## src/rtl/jbuf_pkg.sv

```systemverilog
package jbuf_pkg;
  typedef struct packed {
    logic pos;
    logic neg;
  } rail_t;
endpackage

```

## src/rtl/jbuf_ptrs.sv

```systemverilog
module jbuf_ptrs
  import jbuf_pkg::*;
#(
  parameter int DEPTH = 32,
  localparam int AW = $clog2(DEPTH)
) (
  input  logic          clk,
  input  logic          rst_n,
  input  logic          wr_en,
  input  rail_t         wr_d,
  input  logic          rd_en,
  output rail_t         rd_d,
  output logic [AW-1:0] fill,
  output logic          slip_ovf,
  output logic          slip_unf
);
  localparam logic [AW-1:0] HALF = AW'(DEPTH / 2);
  localparam logic [AW-1:0] TOP  = AW'(DEPTH - 1);

  rail_t         store [DEPTH];
  logic [AW-1:0] wptr, rptr, wptr_nx, rptr_adv, fill_nx;
  logic          hit_top, hit_zero;

  always_comb begin
    wptr_nx  = wptr + AW'(wr_en);
    rptr_adv = rptr + AW'(rd_en);
    fill_nx  = wptr_nx - rptr_adv;
    hit_top  = (fill_nx == TOP);
    hit_zero = (fill_nx == '0);
  end

  always_ff @(posedge clk) begin
    if (!rst_n) begin
      wptr     <= HALF;
      rptr     <= '0;
      rd_d     <= '0;
      slip_ovf <= 1'b0;
      slip_unf <= 1'b0;
    end else begin
      wptr     <= wptr_nx;
      rptr     <= (hit_top || hit_zero) ? (wptr_nx - HALF) : rptr_adv;
      if (rd_en) rd_d <= store[rptr];
      slip_ovf <= hit_top;
      slip_unf <= hit_zero;
    end
  end

  always_ff @(posedge clk) begin
    if (!rst_n) begin
      for (int i = 0; i < DEPTH; i++) store[i] <= '0;
    end else if (wr_en) begin
      store[wptr] <= wr_d;
    end
  end

  assign fill = wptr - rptr;

  assert_fill_inside_R6: assert property (@(posedge clk) disable iff (!rst_n)
    (fill != '0) && (fill != TOP));
  assert_ovf_single_R6: assert property (@(posedge clk) disable iff (!rst_n)
    slip_ovf |=> !slip_ovf);
  assert_unf_single_R7: assert property (@(posedge clk) disable iff (!rst_n)
    slip_unf |=> !slip_unf);
  assert_slip_excl_R7: assert property (@(posedge clk) disable iff (!rst_n)
    !(slip_ovf && slip_unf));
endmodule

```

## src/rtl/jbuf_loop.sv

```systemverilog
module jbuf_loop #(
  parameter int DEPTH      = 32,
  parameter int TUNE_W     = 6,
  parameter int EVAL_READS = 64,
  localparam int AW = $clog2(DEPTH),
  localparam int CW = $clog2(EVAL_READS)
) (
  input  logic              clk,
  input  logic              rst_n,
  input  logic              rd_en,
  input  logic [AW-1:0]     fill,
  input  logic              force_mid,
  output logic [TUNE_W-1:0] code
);
  localparam logic [AW-1:0]     HALF = AW'(DEPTH / 2);
  localparam logic [TUNE_W-1:0] MID  = TUNE_W'(1 << (TUNE_W - 1));
  localparam logic [TUNE_W-1:0] MAXC = '1;
  localparam logic [CW-1:0]     LAST = CW'(EVAL_READS - 1);

  logic [CW-1:0] rd_cnt;
  logic          eval_now;

  assign eval_now = rd_en && (rd_cnt == LAST);

  always_ff @(posedge clk) begin
    if (!rst_n) begin
      rd_cnt <= '0;
      code   <= MID;
    end else begin
      if (rd_en) rd_cnt <= rd_cnt + 1'b1;
      if (force_mid) begin
        code <= MID;
      end else if (eval_now) begin
        if (fill > HALF && code != MAXC) code <= code + 1'b1;
        else if (fill < HALF && code != '0) code <= code - 1'b1;
      end
    end
  end

  assert_step_bound_R3: assert property (@(posedge clk) disable iff (!rst_n)
    !force_mid |=> (code == $past(code) || code == $past(code) + 1'b1 ||
                    code == $past(code) - 1'b1));
  assert_idle_hold_R4: assert property (@(posedge clk) disable iff (!rst_n)
    (!force_mid && !rd_en) |=> $stable(code));
  assert_pin_mid_R10: assert property (@(posedge clk) disable iff (!rst_n)
    force_mid |=> (code == MID));
endmodule

```

## src/rtl/jbuf_refdet.sv

```systemverilog
module jbuf_refdet #(
  parameter int ALT_WIN = 256,
  localparam int WW = $clog2(ALT_WIN)
) (
  input  logic clk,
  input  logic rst_n,
  input  logic alt_stb,
  output logic alive
);
  localparam logic [WW-1:0] WEND = WW'(ALT_WIN - 1);

  logic [WW-1:0] win;
  logic          seen;

  always_ff @(posedge clk) begin
    if (!rst_n) begin
      win   <= '0;
      seen  <= 1'b0;
      alive <= 1'b0;
    end else begin
      win <= win + 1'b1;
      if (win == WEND) begin
        alive <= seen | alt_stb;
        seen  <= 1'b0;
      end else begin
        seen <= seen | alt_stb;
      end
    end
  end

  assert_alive_at_edge_R8: assert property (@(posedge clk) disable iff (!rst_n)
    !$stable(alive) |-> (win == '0));
endmodule

```

## src/rtl/jitter_fifo_ctrl.sv

```systemverilog
module jitter_fifo_ctrl
  import jbuf_pkg::*;
#(
  parameter int DEPTH      = 32,
  parameter int TUNE_W     = 6,
  parameter int EVAL_READS = 64,
  parameter int ALT_WIN    = 256
) (
  input  logic              clk,
  input  logic              rst_n,
  input  logic              wr_stb,
  input  logic              wr_pos,
  input  logic              wr_neg,
  input  logic              alt_stb,
  input  logic              los,
  input  logic              bypass,
  input  logic              rd_stb,
  output logic              rd_pos,
  output logic              rd_neg,
  output logic [TUNE_W-1:0] tune_code,
  output logic              slip_ovf,
  output logic              slip_unf,
  output logic              ref_alive
);
  localparam int AW = $clog2(DEPTH);

  logic          wr_en;
  rail_t         wr_d, rd_d;
  logic [AW-1:0] fill;
  logic          force_mid;

  always_comb begin
    wr_en     = los ? (ref_alive && alt_stb) : wr_stb;
    wr_d      = los ? '0 : rail_t'{pos: wr_pos, neg: wr_neg};
    force_mid = los && !ref_alive;
  end

  jbuf_refdet #(.ALT_WIN(ALT_WIN)) u_refdet (
    .clk(clk), .rst_n(rst_n), .alt_stb(alt_stb), .alive(ref_alive)
  );

  jbuf_ptrs #(.DEPTH(DEPTH)) u_ptrs (
    .clk(clk), .rst_n(rst_n), .wr_en(wr_en), .wr_d(wr_d), .rd_en(rd_stb),
    .rd_d(rd_d), .fill(fill), .slip_ovf(slip_ovf), .slip_unf(slip_unf)
  );

  jbuf_loop #(.DEPTH(DEPTH), .TUNE_W(TUNE_W), .EVAL_READS(EVAL_READS)) u_loop (
    .clk(clk), .rst_n(rst_n), .rd_en(rd_stb), .fill(fill),
    .force_mid(force_mid), .code(tune_code)
  );

  always_comb begin
    if (bypass) begin
      rd_pos = wr_pos;
      rd_neg = wr_neg;
    end else if (los) begin
      rd_pos = 1'b0;
      rd_neg = 1'b0;
    end else begin
      rd_pos = rd_d.pos;
      rd_neg = rd_d.neg;
    end
  end

  assert_los_quiet_R11: assert property (@(posedge clk) disable iff (!rst_n)
    (los && !bypass) |-> (!rd_pos && !rd_neg));
endmodule

```

## config.mk

```make
export PLATFORM = sky130hd
export DESIGN_NAME = jitter_fifo_ctrl
export DESIGN_NICKNAME = d
export VERILOG_FILES = /design/src/rtl/jbuf_pkg.sv /design/src/rtl/jbuf_ptrs.sv /design/src/rtl/jbuf_loop.sv /design/src/rtl/jbuf_refdet.sv /design/src/rtl/jitter_fifo_ctrl.sv
export SDC_FILE = /design/constraint.sdc
export NUM_CORES = 1
export LEC_CHECK = 0
export ABC_CLOCK_PERIOD_IN_PS = 4600
export BUFFER_PORTS_ARGS = -buffer_cell sky130_fd_sc_hd__clkbuf_2
export CORE_AREA = 2 2 165 119
export DETAILED_ROUTE_END_ITERATION = 10
export DIE_AREA = 0 0 167 121
export PLACE_DENSITY = 0.4
export SKIP_CTS_REPAIR_TIMING = 1
export SLEW_MARGIN = 25
export SYNTH_ARGS = -nofsm -noshare
export SYNTH_HDL_FRONTEND = slang
export SYNTH_SLANG_ARGS = --single-unit
```

## constraint.sdc

```tcl
create_clock -name clk -period 4.6 [get_ports clk]
set_clock_uncertainty 0.15 [all_clocks]
set_input_delay 1.15 -clock clk [delete_from_list [all_inputs] [get_ports clk]]
set_output_delay 1.15 -clock clk [all_outputs]
set_load 0.01 [all_outputs]
```

==> results.cfg <==
[drt]
drt-pass1-iter-count = 5
drc = 0
vias = 3615
detail-route-antenna-nets = 0
wl_per_cell_um = 17.2
vias_per_cell = 4.85
routed_wl_um = 12900
drt_iter0_drc = 299

[logic_synthesis]
synth.top_cell.area_share = 0.374
synth_area_leaders = edfxtp_1, dfxtp_1, mux4_2
ys_ff_latch = 100
syn-num-nets = 514
syn_inst = 484
synth_edf_count = 64
syn_area_mm2 = 0.00514
synth_warnings = 0
synth_cell_types = 44
ys_seq_area_frac = 0.514
yosysTopAreaCell = edfxtp_1
synth_area_per_cell_um2 = 10.6
yosys_most_used_dff = edfxtp_1
synthArstFlopShare = 0

[power_and_ir_drop]
p_leak_nw = 2.05
pwr_density_cell_mw_per_mm2 = 456
report.power.total_mw = 2.67
ir_drop_mv = 0.174

[setup_path]
slowest_delay_ns = 0.40
path_buf_inv = 4
rrSetupSlack_ns = 0.87
required_ns = 4.69
worstPathMaxFanout = 6
critPathSlowestCell = fa_1
end_kind = register
path_class = in -> reg
critical_path.cell_chain = clkbuf_2 -> o21ai_0 -> ha_1 -> inv_1 -> ha_1 -> inv_1 -> fa_1 -> a21o_1 -> a21oi_2 -> xnor2_1 -> xnor2_1 -> mux2i_1 -> buf_4 -> mux2_2
crit_arrival_ns = 4.03
path_delay_family = adder cells
cp-start-kind = input port

[timing]
slew_headroom = 0.332
finalWorstSetupSlack_ns = 0.658
setup_violations = 0
whs_ns = 0.310
period_needed_ns = 3.94
max_freq_mhz = 254
slew_violations = 0
rsz0062_at_grt = no
final.setup.tns_ns = 0
finalCritPeriodShare = 0.857
finalHoldViolCount = 0
tightest_slew_ns = 0.999

[layout]
stdcell_count = 746
num_antenna_cells = 0
drive_above_1_share = 0.147
final_cell_mix = nor2_1, edfxtp_1, o21ai_0
num-nets-final = 529
syn_to_final_growth_pct = 14.0
final_common_cell = nor2_1

[global_routing]
overflow = 0
grt_pass1_vias = 3632
grt_pass1_wl_um = 20600
grt_use_total = 0.135
grt_max_degree = 47
antenna_found_initial = 0

[place]
dp.cells = 730
hpwl_um = 9020
dp_slack_ns = 0.302
gp_congestion = 0.753
port_buffers = 19

[clocking]
htreeDepth = 3
cts_tree = yes
clkTransAtPathRegs_ns = 0.07
cts_buffers = 9
clockBufferDepth = 2
cts-root-buf = clkbuf_16
clkSinkCount = 100
insertion_delay_ns = 0.35

[floorplanning]
dieWidth_um = 167
initial_utilization = 0.277
die-area_mm2 = 0.0202
num_io_pins = 20
core_area_mm2 = 0.0186
rows = 42
fp.dieH_um = 121

[status]
status = complete, no violations

[hold_path]
hold_path_class = reg -> reg

[job]
maxCapViolCount = 0
path summary, 6_finish.rpt:
path	from	end	cells past startpoint
worst max-delay path	los	u_ptrs.rptr[2]	14
worst min-delay path	u_refdet.win[0]	u_refdet.win[0]	1
worst min register to register	u_refdet.win[0]	u_refdet.win[0]	1
worst max register to register	u_ptrs.wptr[0]	u_loop.code[5]	14
routing by layer:
metal	global-route usage	up-vias	part of all wire
met3	0.0365	8	0.053
met4	0.0307	0	0.0094
li1	-	1760	-
met2	0.194	91	0.42
met1	0.202	1756	0.52
met5	0	-	0
registers in the layout, indices dropped and copies added, names as in the netlist:
name,cells
u_ptrs.rd_d,2
u_loop.rd_cnt,6
u_loop.code,6
u_refdet.alive,1
u_ptrs.wptr,5
u_ptrs.slip_ovf,1
u_ptrs.slip_unf,1
u_refdet.win,8
u_ptrs.store,64
u_refdet.seen,1
u_ptrs.rptr,5
logic make-up (layout without fill, tap and decap cells):
| group | count (synthesis) | after routing | share of synthesized area |
|---|---|---|---|
| xor+xnor | 24 | 24 | 0.0409 |
| simple gates | 193 | 193 | 0.171 |
| flops | 100 | 100 | 0.514 |
| buf+inv | 41 | 61 | 0.0334 |
| mux | 27 | 27 | 0.102 |
| compound gates | 78 | 78 | 0.0833 |
| fa+ha+maj | 21 | 21 | 0.0555 |
power by group:
part	switching, mW	internal [mW]
clock	0.337	0.523
sequential	0.0333	0.998
combinational	0.426	0.353
metrics by stage:
stage          area (um^2)   util
6_report              5860  0.316
2_1_floorplan         5140      -
4_1_cts               5850  0.316
3_5_place_dp          5510  0.297
3_3_place_gp          5510  0.297
5_1_grt               5860  0.316
cell type report:
type | instances | area, um^2
Clock buffer | 14 | 309
Inverter | 13 | 48.8
Fill cell | 1890 | 12700
Tap cell | 242 | 303
Sequential cell | 100 | 2640
Timing Repair Buffer | 32 | 193
Multi-Input combinational cell | 343 | 2320
Clock inverter | 2 | 35.0
Yosys cell counts, drive strengths merged, types with 11 or more instances:
master / instances
mux4: 20
nand2: 37
edfxtp: 64
dfxtp: 36
o21ai: 49
ha: 18
xor2: 11
clkbuf: 21
inv: 12
a21oi: 14
xnor2: 13
nand3: 19
nor2: 92
Note: power is estimated with default switching activity, not from simulation.
